**src/rtl/cfgp_pkg.sv**
```systemverilog
package cfgp_pkg;

    localparam int PRE_LEN = 13;

    localparam logic [7:0] TAG_FIRST = 8'h61;
    localparam logic [7:0] TAG_FINAL = 8'h65;
    localparam logic [7:0] TAG_WIDE  = 8'h65;
    localparam int         NARROW_MAX = 255;

    typedef enum logic [2:0] {
        ST_IDLE,
        ST_PRE,
        ST_TAG,
        ST_LEN,
        ST_SKIP,
        ST_PASS,
        ST_END
    } state_e;

    // signature byte at a given position
    function automatic logic [7:0] pre_byte(input int idx);
        logic [7:0] v;
        case (idx)
            0:              v = 8'h00;
            1:              v = 8'h09;
            2, 4, 6, 8:     v = 8'h0F;
            3, 5, 7, 9:     v = 8'hF0;
            10, 11:         v = 8'h00;
            12:             v = 8'h01;
            default:        v = 8'h00;
        endcase
        return v;
    endfunction

endpackage

```
**src/rtl/cfgp_preamble.sv**
```systemverilog
module cfgp_preamble
    import cfgp_pkg::*;
#(
    parameter int IDX_W = 4
) (
    input  logic [IDX_W-1:0] idx,
    input  logic [7:0]       byte_in,
    output logic             hit,
    output logic             final_pos
);

    always_comb begin
        hit       = (byte_in == pre_byte(int'(idx)));
        final_pos = (int'(idx) == PRE_LEN - 1);
    end

endmodule

```
**src/rtl/cfgp_budget.sv**
```systemverilog
module cfgp_budget #(
    parameter int LIMIT = 100
) (
    input  logic clk,
    input  logic rst_n,
    input  logic clr,
    input  logic inc,
    output logic full_after
);

    localparam int CW = $clog2(LIMIT + 8);

    logic [CW-1:0] cnt_d, cnt_q;

    always_comb begin
        cnt_d = cnt_q;
        if (clr)
            cnt_d = '0;
        else if (inc && (cnt_q != '1))
            cnt_d = cnt_q + 1'b1;
        // count after the byte now being consumed reaches the limit
        full_after = (cnt_q >= CW'(LIMIT - 1));
    end

    always_ff @(posedge clk or negedge rst_n) begin
        if (!rst_n) cnt_q <= '0;
        else        cnt_q <= cnt_d;
    end

    // the spent budget only grows between restarts
    a_r7_no_decrease: assert property (@(posedge clk) disable iff (!rst_n)
        !clr |=> cnt_q >= $past(cnt_q));

endmodule

```
**src/rtl/cfgp_fwd_stage.sv**
```systemverilog
module cfgp_fwd_stage (
    input  logic       clk,
    input  logic       rst_n,
    input  logic       clr,
    input  logic       v_in,
    input  logic [7:0] b_in,
    input  logic       last_in,
    output logic       v_out,
    output logic [7:0] b_out,
    output logic       last_out
);

    logic       v_d, v_q, l_d, l_q;
    logic [7:0] b_d, b_q;

    always_comb begin
        v_d = clr ? 1'b0 : v_in;
        l_d = clr ? 1'b0 : (v_in && last_in);
        b_d = v_in ? b_in : b_q;
    end

    always_ff @(posedge clk or negedge rst_n) begin
        if (!rst_n) begin
            v_q <= 1'b0;
            l_q <= 1'b0;
            b_q <= '0;
        end else begin
            v_q <= v_d;
            l_q <= l_d;
            b_q <= b_d;
        end
    end

    assign v_out    = v_q;
    assign b_out    = b_q;
    assign last_out = l_q;

    // the end marker only accompanies a forwarded byte
    a_r8_last_has_valid: assert property (@(posedge clk) disable iff (!rst_n)
        last_out |-> v_out);

endmodule

```
**src/rtl/cfgp_section_finder.sv**
```systemverilog
module cfgp_section_finder
    import cfgp_pkg::*;
#(
    parameter int LEN_W        = 32,
    parameter int SEARCH_LIMIT = 100
) (
    input  logic             clk,
    input  logic             rst_n,
    input  logic             start,
    input  logic [7:0]       req_tag,
    input  logic             in_valid,
    input  logic [7:0]       in_byte,
    output logic             found,
    output logic             not_found,
    output logic             bad_header,
    output logic [LEN_W-1:0] sec_len,
    output logic             pass_valid,
    output logic [7:0]       pass_byte,
    output logic             pass_last
);

    localparam int IDX_W = $clog2(PRE_LEN);

    typedef struct packed {
        state_e           st;
        logic [7:0]       want;
        logic [7:0]       cur;
        logic [IDX_W-1:0] pidx;
        logic [1:0]       lcnt;
        logic [LEN_W-1:0] acc;
        logic [LEN_W-1:0] rem;
        logic [LEN_W-1:0] slen;
        logic             hit;
        logic             miss;
        logic             bad;
    } fsm_t;

    fsm_t q, d;

    logic             pre_hit, pre_final;
    logic             budget_full;
    logic             cnt_clr, cnt_inc;
    logic             fwd_v, fwd_last;
    logic [LEN_W-1:0] acc_n;

    cfgp_preamble #(.IDX_W(IDX_W)) u_pre (
        .idx       (q.pidx),
        .byte_in   (in_byte),
        .hit       (pre_hit),
        .final_pos (pre_final)
    );

    cfgp_budget #(.LIMIT(SEARCH_LIMIT)) u_budget (
        .clk        (clk),
        .rst_n      (rst_n),
        .clr        (cnt_clr),
        .inc        (cnt_inc),
        .full_after (budget_full)
    );

    always_comb begin
        d        = q;
        cnt_clr  = 1'b0;
        cnt_inc  = 1'b0;
        fwd_v    = 1'b0;
        fwd_last = 1'b0;
        acc_n    = {q.acc[LEN_W-9:0], in_byte};

        if (start) begin
            d       = '0;
            d.st    = ST_PRE;
            d.want  = req_tag;
            cnt_clr = 1'b1;
        end else if (in_valid) begin
            unique case (q.st)
                ST_PRE: begin
                    if (!pre_hit) begin
                        d.bad = 1'b1;
                        d.st  = ST_END;
                    end else if (pre_final) begin
                        d.st = ST_TAG;
                    end else begin
                        d.pidx = q.pidx + 1'b1;
                    end
                end
                ST_TAG: begin
                    cnt_inc = 1'b1;
                    if ((in_byte < TAG_FIRST) || (in_byte > TAG_FINAL)) begin
                        d.miss = 1'b1;
                        d.st   = ST_END;
                    end else begin
                        d.cur  = in_byte;
                        d.lcnt = (in_byte == TAG_WIDE) ? 2'd3 : 2'd1;
                        d.acc  = '0;
                        d.st   = ST_LEN;
                    end
                end
                ST_LEN: begin
                    cnt_inc = 1'b1;
                    d.acc   = acc_n;
                    if (q.lcnt != 2'd0) begin
                        d.lcnt = q.lcnt - 1'b1;
                    end else if ((q.cur != TAG_WIDE) && (acc_n > LEN_W'(NARROW_MAX))) begin
                        d.miss = 1'b1;
                        d.st   = ST_END;
                    end else if (q.cur == q.want) begin
                        d.hit  = 1'b1;
                        d.slen = acc_n;
                        d.rem  = acc_n;
                        d.st   = (acc_n == '0) ? ST_END : ST_PASS;
                    end else if (budget_full) begin
                        d.miss = 1'b1;
                        d.st   = ST_END;
                    end else if (acc_n == '0) begin
                        d.st = ST_TAG;
                    end else begin
                        d.rem = acc_n;
                        d.st  = ST_SKIP;
                    end
                end
                ST_SKIP: begin
                    cnt_inc = 1'b1;
                    d.rem   = q.rem - 1'b1;
                    if (budget_full) begin
                        d.miss = 1'b1;
                        d.st   = ST_END;
                    end else if (q.rem == LEN_W'(1)) begin
                        d.st = ST_TAG;
                    end
                end
                ST_PASS: begin
                    fwd_v = 1'b1;
                    d.rem = q.rem - 1'b1;
                    if (q.rem == LEN_W'(1)) begin
                        fwd_last = 1'b1;
                        d.st     = ST_END;
                    end
                end
                default: ;
            endcase
        end
    end

    always_ff @(posedge clk or negedge rst_n) begin
        if (!rst_n) q <= '0;
        else        q <= d;
    end

    cfgp_fwd_stage u_fwd (
        .clk      (clk),
        .rst_n    (rst_n),
        .clr      (start),
        .v_in     (fwd_v),
        .b_in     (in_byte),
        .last_in  (fwd_last),
        .v_out    (pass_valid),
        .b_out    (pass_byte),
        .last_out (pass_last)
    );

    assign found      = q.hit;
    assign not_found  = q.miss;
    assign bad_header = q.bad;
    assign sec_len    = q.slen;

    // outcomes are exclusive
    a_r10_one_outcome: assert property (@(posedge clk) disable iff (!rst_n)
        $onehot0({found, not_found, bad_header}));

    // outcomes persist until a restart
    a_r10_hit_holds: assert property (@(posedge clk) disable iff (!rst_n)
        (found && !start) |=> found);
    a_r10_miss_holds: assert property (@(posedge clk) disable iff (!rst_n)
        (not_found && !start) |=> not_found);
    a_r10_bad_holds: assert property (@(posedge clk) disable iff (!rst_n)
        (bad_header && !start) |=> bad_header);

    // a restart clears every result
    a_r9_start_clears: assert property (@(posedge clk) disable iff (!rst_n)
        start |=> !found && !not_found && !bad_header && !pass_valid);

    // reported length stays put once found
    a_r5_len_stable: assert property (@(posedge clk) disable iff (!rst_n)
        (found && !start) |=> $stable(sec_len));

    // payload only flows after a match
    a_r8_pass_needs_hit: assert property (@(posedge clk) disable iff (!rst_n)
        pass_valid |-> found);

    // an idle cycle does not move the parse
    a_r11_idle_holds: assert property (@(posedge clk) disable iff (!rst_n)
        (!in_valid && !start) |=> $stable(q.st) && $stable(q.rem) && $stable(q.pidx));

endmodule

```
**config.mk**
```make
export PLATFORM = sky130hd
export DESIGN_NAME = cfgp_section_finder
export DESIGN_NICKNAME = d
export VERILOG_FILES = /design/src/rtl/cfgp_pkg.sv /design/src/rtl/cfgp_preamble.sv /design/src/rtl/cfgp_budget.sv /design/src/rtl/cfgp_fwd_stage.sv /design/src/rtl/cfgp_section_finder.sv
export SDC_FILE = /design/constraint.sdc
export NUM_CORES = 1
export LEC_CHECK = 0
export ABC_AREA = 1
export BUFFER_PORTS_ARGS = -buffer_cell sky130_fd_sc_hd__buf_4
export CORE_MARGIN = 4
export CORE_UTILIZATION = 30
export DETAILED_ROUTE_END_ITERATION = 16
export GPL_TIMING_DRIVEN = 0
export PLACE_DENSITY = 0.52
export SKIP_LAST_GASP = 1
export SYNTH_ARGS = -nofsm -noshare
export SYNTH_HDL_FRONTEND = slang
export SYNTH_SLANG_ARGS = --single-unit
```
**constraint.sdc**
```tcl
create_clock -name clk -period 3.5 [get_ports clk]
set_input_delay 0.35 -clock clk [delete_from_list [all_inputs] [get_ports clk]]
set_output_delay 0.35 -clock clk [all_outputs]
set_load 0.005 [all_outputs]
```
== Word level (Yosys, flattened, before mapping) ==
Memories as Yosys holds them, arrays and structs flattened.
Index checks and enable logic that the tools add are counted.

* Bits in registers: 133
* Memories: 1
* Output and inout port bits: 45
* Word-level logic and storage cells: 136
* Bits of input ports: 20
* ROM bits: 128

* Order comparisons: 4
* Multiplexer cells: 56
* $add $sub $neg: 4
* Reduce and logical (&&, ||, !) cells: 28
* Equal/unequal tests: 28

{| class="wikitable"
|+ Memory list
! name !! words !! width !! rd ports !! clocked after memory_dff !! wr ports !! line !! source
|-
| (no name shown) || 16 || 8 || 1 || 0 || 0 || cfgp_pkg.sv:23 || <nowiki>case (idx)</nowiki>
|}

{| class="wikitable"
|+ Operator list
! operator !! number
|-
| two-way mux 113 bit || 2
|-
| two-way mux 32 bit || 3
|-
| one-hot mux 34 bit (2 select lines) || 1
|-
| two-way mux 33 bit || 2
|-
| two-way mux 66 bit || 1
|-
| two-way mux 65 bit || 1
|-
| one-hot mux 32 bit (2 select lines) || 1
|-
| two-way mux 3 bit || 13
|-
| two-way mux 34 bit || 1
|-
| == test 32 x 1 -> 1 bit, second input constant || 1
|-
| greater-than comparator 32 x 8 -> 1 bit, second input constant || 1
|-
| logical NOT 32 bit || 1
|-
| subtractor 32 x 1 -> 32 bit, second input constant || 1
|-
| != test 4 bit, second input constant || 5
|-
| two-way mux 1 bit || 19
|-
| != test 3 bit, second input constant || 6
|-
| == test 8 bit || 2
|-
| two-way mux 8 bit || 2
|-
| nonzero test 2 bit || 8
|-
| one-hot mux 3 bit (5 select lines) || 1
|-
| two-way mux 7 bit || 2
|-
| two-way mux 4 bit || 3
|-
| AND reduction 6 bit || 2
|-
| != test 2 bit, second input constant || 5
|-
| 25 further kinds || 36
|}

== Depth between registers and ports, before layout ==
* Depth after elaboration: 9
* Depth in mapped cells: 14
* Depth with buffers taken out: 14

== Modules after synthesis ==
Synthesis repeated with hierarchy kept, for this count alone.

* Cells, all modules: 1104
* Area total of the unflattened synthesis: 8146.6 um^2

{| class="wikitable"
|+ Modules (own cells, without submodules)
! module !! seq. area each (um^2) !! cells each !! times used !! area each (um^2)
|-
| cfgp_section_finder || 2902.8 || 946 || 1 || 7059.3
|-
| cfgp_budget || 175.2 || 70 || 1 || 473.0
|-
| cfgp_fwd_stage || 250.2 || 39 || 1 || 366.6
|-
| cfgp_preamble || 0.0 || 49 || 1 || 247.7
|}

== Least setup slack after synthesis ==
No wires, ideal clock.

* Path kind: register to register
* Start: register q[101] (netlist bit)
* End: register q[104] (netlist bit)
* Required time: 3.382 ns
* Setup time: 0.118 ns
* Period minus slack after synthesis: 1.883 ns
* Stages on the path, launching flop included: 14
* Setup slack: 1.617 ns
* Data arrival time: 1.765 ns
* Path through: dfrtp_1 > inv_1 > ha_1 > inv_1 > o21ai_1 > nand2_1 > nand2_1 > nand2_1 > nor2_1 > nand3_1 > nor2_2 > nor2_1 > nand2_1 > nand2_1

* Word-level cells in the longest chain between the ends: 6
* Elaborated cells between the ends (all ways): 12
* Classes of those cells: add/sub (1); eq/ne (3); mux (5); reduce/logical (2); memory (1)

{| class="wikitable"
|+ RTL lines
! item !! line !! source
|-
| start, declared || cfgp_section_finder.sv:38 || <nowiki>fsm_t q, d;</nowiki>
|-
| start signal, assigned || cfgp_section_finder.sv:145 || <nowiki>if (!rst_n) q <= '0;</nowiki>
|-
| start signal, assigned || cfgp_section_finder.sv:146 || <nowiki>else q <= d;</nowiki>
|-
| adder 4 x 1 -> 4 bit || cfgp_section_finder.sv:83 || <nowiki>d.pidx = q.pidx + 1'b1;</nowiki>
|-
| two-way mux 4 bit || cfgp_section_finder.sv:80 || <nowiki>end else if (pre_final) begin</nowiki>
|-
| two-way mux 4 bit || cfgp_section_finder.sv:77 || <nowiki>if (!pre_hit) begin</nowiki>
|-
| two-way mux 4 bit || cfgp_section_finder.sv:75 || <nowiki>unique case (q.st)</nowiki>
|-
| two-way mux 113 bit || cfgp_section_finder.sv:74 || <nowiki>end else if (in_valid) begin</nowiki>
|-
| two-way mux 113 bit || cfgp_section_finder.sv:69 || <nowiki>if (start) begin</nowiki>
|}

Several ways; a longest one is shown, not always the timed one. The select of a mux whose other input is x is not followed.
A chain may end at the register's enable or synchronous reset.

== Worst setup path in the final report ==
* Start: register q (netlist bit acc_n[20])
* End: register q (netlist bit sec_len[2])

* Word-level cells in the longest chain between the ends: 4

{| class="wikitable"
|+ RTL lines
! item !! line !! source
|-
| greater-than comparator 32 x 8 -> 1 bit || cfgp_section_finder.sv:103 || <nowiki>end else if ((q.cur != TAG_WIDE) && (acc_n > LEN_W'(NARROW_MAX))) begin</nowiki>
|-
| logical AND 1 bit || cfgp_section_finder.sv:103 ||
|-
| != test 2 bit (no source line) || - ||
|-
| AND reduction 5 bit (no source line) || - ||
|}

No other way between the ends.

==> metrics.cfg <==
[sta]
final-hold-violation-count=0
rsz0062_at_grt=false
fin_ws_ns=1.12
layout_worst_path_cycle_share=0.679
post-route-min-period_ns=2.38
timing.fmax_ghz=0.421
report.final.slew_viol_count=0
timing.slew.headroom=0.464
sum_neg_setup_slack_ns=0
setup_viol_count_final=0
slew_worst_pin_ns=0.800
clock-skew-final_ns=0.00971

[routing]
wire_per_inst_um=15.1
ant_nets=0
finalWirelength_um=23000
initialDrtViolationCount=543
post-route-drc-count=0
post_drt_via_cell_ratio=4.67
route.vias.total=7137
first_pass_iters=5

[place]
place_congestion=0.920
placement.cell_area_sq_um=8690
dp.final_hpwl_um=17100
placedCellCount=1496
port_buffers=59
pre_cts_slack_ns=1.15

[floorplanning]
die_height_um=169
initial_utilization=0.307
fp.coreArea_sq_um=25400
fp-row-count=58
fp.dieW_um=169
dieArea_sq_um=28600
io_pins=65

[power_and_ir_drop]
static-leakage-power_nw=4.79
vdd_drop_max_v=0.000371
cell_area_power_density_nw_per_um2=686

[yosys]
synth_ff_type=sky130_fd_sc_hd__dfrtp_1
synth_top_cell_by_area=sky130_fd_sc_hd__dfrtp_1
yosys.cell_types.count=39
asyncSetResetFlopFracSynth=1.00
synth_largest_type_area_fraction=0.427
post_synth_main_area_contributors=sky130_fd_sc_hd__dfrtp_1, sky130_fd_sc_hd__nand2_1, sky130_fd_sc_hd__nor2_1
count_of_flip_flops_with_a_built_in_enable_after_synthesis=0
synth-seq-cells=133
syn_area_per_cell_sq_um=7.05
postSynthCellCount=1106
post_synth_instance_area_sq_um=7800
postSynthNetCount=1136
seq_area_frac_synth=0.427
count_of_warnings_emitted_by_yosys=0

[min_path]
whs_endpoint=q[118]
holdPathStages=3
holdCritStartpoint=req_tag[5]
hold_class=input port to flip-flop

[final_layout]
final_cell_area_sq_um=9320
layout.nets=1216
synthToLayoutAreaGrowth_pct=19.4
final_layout_size_suffix_gt1_frac=0.143
stdcell_count=1529
final_antenna_diode_count=0

[run]
max_cap_violations=0

[worst_setup_path]
regToRegEndpoint=sec_len[2]
end_kind=flip-flop
worst_reg_to_reg_path_cell_count=12
timing.critical_path.from_type=flip-flop
crit_path_dat_ns=2.69
reg2reg_slack_ns=1.12
critical_path_required_ns=3.82
reg2reg_from=acc_n[20]
worstPathMaxFanout=10
worstSetupPathType=flip-flop to flip-flop

[clock_network]
clockRootBuffer=sky130_fd_sc_hd__clkbuf_16
clock_insertion_delay_worst_skew_ns=0.43
cts_tree=done
clock-sinks=133
cts_buffers=17
clock_path_buffers=2
cts.reportedPaths.clkPinSlew_ns=0.06
number_of_h_tree_branching_levels=4

[grt]
pin_count_of_the_biggest_net_entering_global_routing=73
grt_pass1_wl_um=37300
gr-total-overflow=0
antenna_found_initial=0
first_global_vias=6807
global_route.usage.total=0.163

[outcome]
run_status=finished, final reports clean

-- worst max-delay path, stage by stage (launching register included) --
cell	delay (ns)
sky130_fd_sc_hd__dfrtp_1	0.48
sky130_fd_sc_hd__nor2_1	0.13
sky130_fd_sc_hd__nand2_1	0.06
sky130_fd_sc_hd__nor2_1	0.22
sky130_fd_sc_hd__nand3_1	0.14
sky130_fd_sc_hd__nand2_1	0.16
sky130_fd_sc_hd__and3_1	0.16
sky130_fd_sc_hd__nand2_1	0.10
sky130_fd_sc_hd__nand2_1	0.25
sky130_fd_sc_hd__inv_2	0.12
sky130_fd_sc_hd__clkbuf_1	0.27
sky130_fd_sc_hd__nand2_1	0.12
sky130_fd_sc_hd__nand2_1	0.05
-- sequential cells by signal (all words and copies together), names as in the netlist --
| signal | count |
|---|---|
| u_fwd.b_out | 8 |
| found | 1 |
| u_fwd.v_out | 1 |
| u_fwd.last_out | 1 |
| acc_n | 24 |
| u_budget.cnt_q | 7 |
| q | 57 |
| sec_len | 32 |
| bad_header | 1 |
| not_found | 1 |
-- where the power goes --
group,internal (W),switching (W)
Clock,0.00114,0.000794
Combinational,0.000854,0.00162
Sequential,0.00175,0.000227
Total,0.00375,0.00264
-- placed cells by master (no fill, tap or decap), types with 4 or more instances in the layout --
master / instances
sky130_fd_sc_hd__mux2_2: 8
sky130_fd_sc_hd__a21oi_1: 16
sky130_fd_sc_hd__or2_2: 4
sky130_fd_sc_hd__nand4_1: 12
sky130_fd_sc_hd__inv_6: 6
sky130_fd_sc_hd__buf_4: 91
sky130_fd_sc_hd__o21ai_0: 57
sky130_fd_sc_hd__nand2_1: 415
sky130_fd_sc_hd__inv_2: 7
sky130_fd_sc_hd__nor3_1: 10
sky130_fd_sc_hd__nor2_1: 131
sky130_fd_sc_hd__clkbuf_16: 17
sky130_fd_sc_hd__o21ai_1: 19
sky130_fd_sc_hd__clkbuf_1: 24
sky130_fd_sc_hd__clkinv_4: 4
sky130_fd_sc_hd__a31oi_1: 6
sky130_fd_sc_hd__buf_6: 7
sky130_fd_sc_hd__nand3_1: 86
sky130_fd_sc_hd__inv_1: 73
sky130_fd_sc_hd__xnor2_1: 10
sky130_fd_sc_hd__dfrtp_1: 133
sky130_fd_sc_hd__ha_1: 10
sky130_fd_sc_hd__xor2_1: 7
sky130_fd_sc_hd__buf_2: 11
-- what timing repair did --
item,in CTS,in global routing
endpoints found under the hold margin,61,0
resized for setup,0,0
buffers inserted,0,0
hold buffers,1,0
-- cell usage after synthesis (11+ instances only) --
cell type / instances
sky130_fd_sc_hd__a21oi_1: 16
sky130_fd_sc_hd__buf_2: 11
sky130_fd_sc_hd__buf_4: 33
sky130_fd_sc_hd__clkbuf_1: 24
sky130_fd_sc_hd__dfrtp_1: 133
sky130_fd_sc_hd__inv_1: 73
sky130_fd_sc_hd__nand2_1: 415
sky130_fd_sc_hd__nand3_1: 86
sky130_fd_sc_hd__nand4_1: 12
sky130_fd_sc_hd__nor2_1: 131
sky130_fd_sc_hd__o21ai_0: 57
sky130_fd_sc_hd__o21ai_1: 19
-- worst max path at each step --
stage / startpoint / end / slack [ns] / cells after the start
2_1_floorplan: q[101] / q[104] / 1.62 / 13
5_1_grt: q[102] / q[101] / 0.88 / 13
3_3_place_gp: acc_n[20] / sec_len[31] / 1.15 / 12
4_1_cts: acc_n[31] / sec_len[31] / 1.14 / 12
3_5_place_dp: acc_n[20] / sec_len[28] / 1.15 / 12
6_report: acc_n[20] / sec_len[2] / 1.12 / 12
-- area by class of cell --
class                           count  area (sq um)
Fill cell                        2747         16100
Clock inverter                     15           194
Inverter                           80           300
Clock buffer                       17           425
Tap cell                          330           413
Buffer                             77           473
Multi-Input combinational cell    816          3700
Sequential cell                   133          3330
Timing Repair Buffer               61           484
-- metal layers --
layer | global-route usage | wire (um) | up-vias
li1 | - | - | 3632
met1 | 0.220 | 10800 | 3374
met2 | 0.279 | 11200 | 118
met3 | 0.0289 | 875 | 13
met4 | 0.0319 | 145 | 0
met5 | 0 | 0 | -
-- stage by stage --
| step | total power (W) | util | hold slack [ns] |
|---|---|---|---|
| floorplan | 0.00370 | - | 0.0544 |
| global placement | 0.00446 | 0.341 | 0.460 |
| detailed placement | 0.00446 | 0.342 | 0.399 |
| CTS | 0.00643 | 0.367 | 0.0970 |
| global route | 0.00686 | 0.367 | 0.101 |
| finish | 0.00639 | 0.367 | 0.116 |
-- cell families (layout without fill, tap and decap cells) --
logic type	after synthesis	count (layout)	synth area share
multiplexers	9	9	0.0128
XOR/XNOR	17	17	0.0191
adder cells (fa/ha/maj)	10	10	0.0160
flip-flops	133	133	0.427
buffers and inverters	157	250	0.0991
AND/OR/NAND/NOR	671	671	0.350
AO/OA/AOI/OAI	109	109	0.0759
Note: power is estimated with default switching activity, not from simulation.
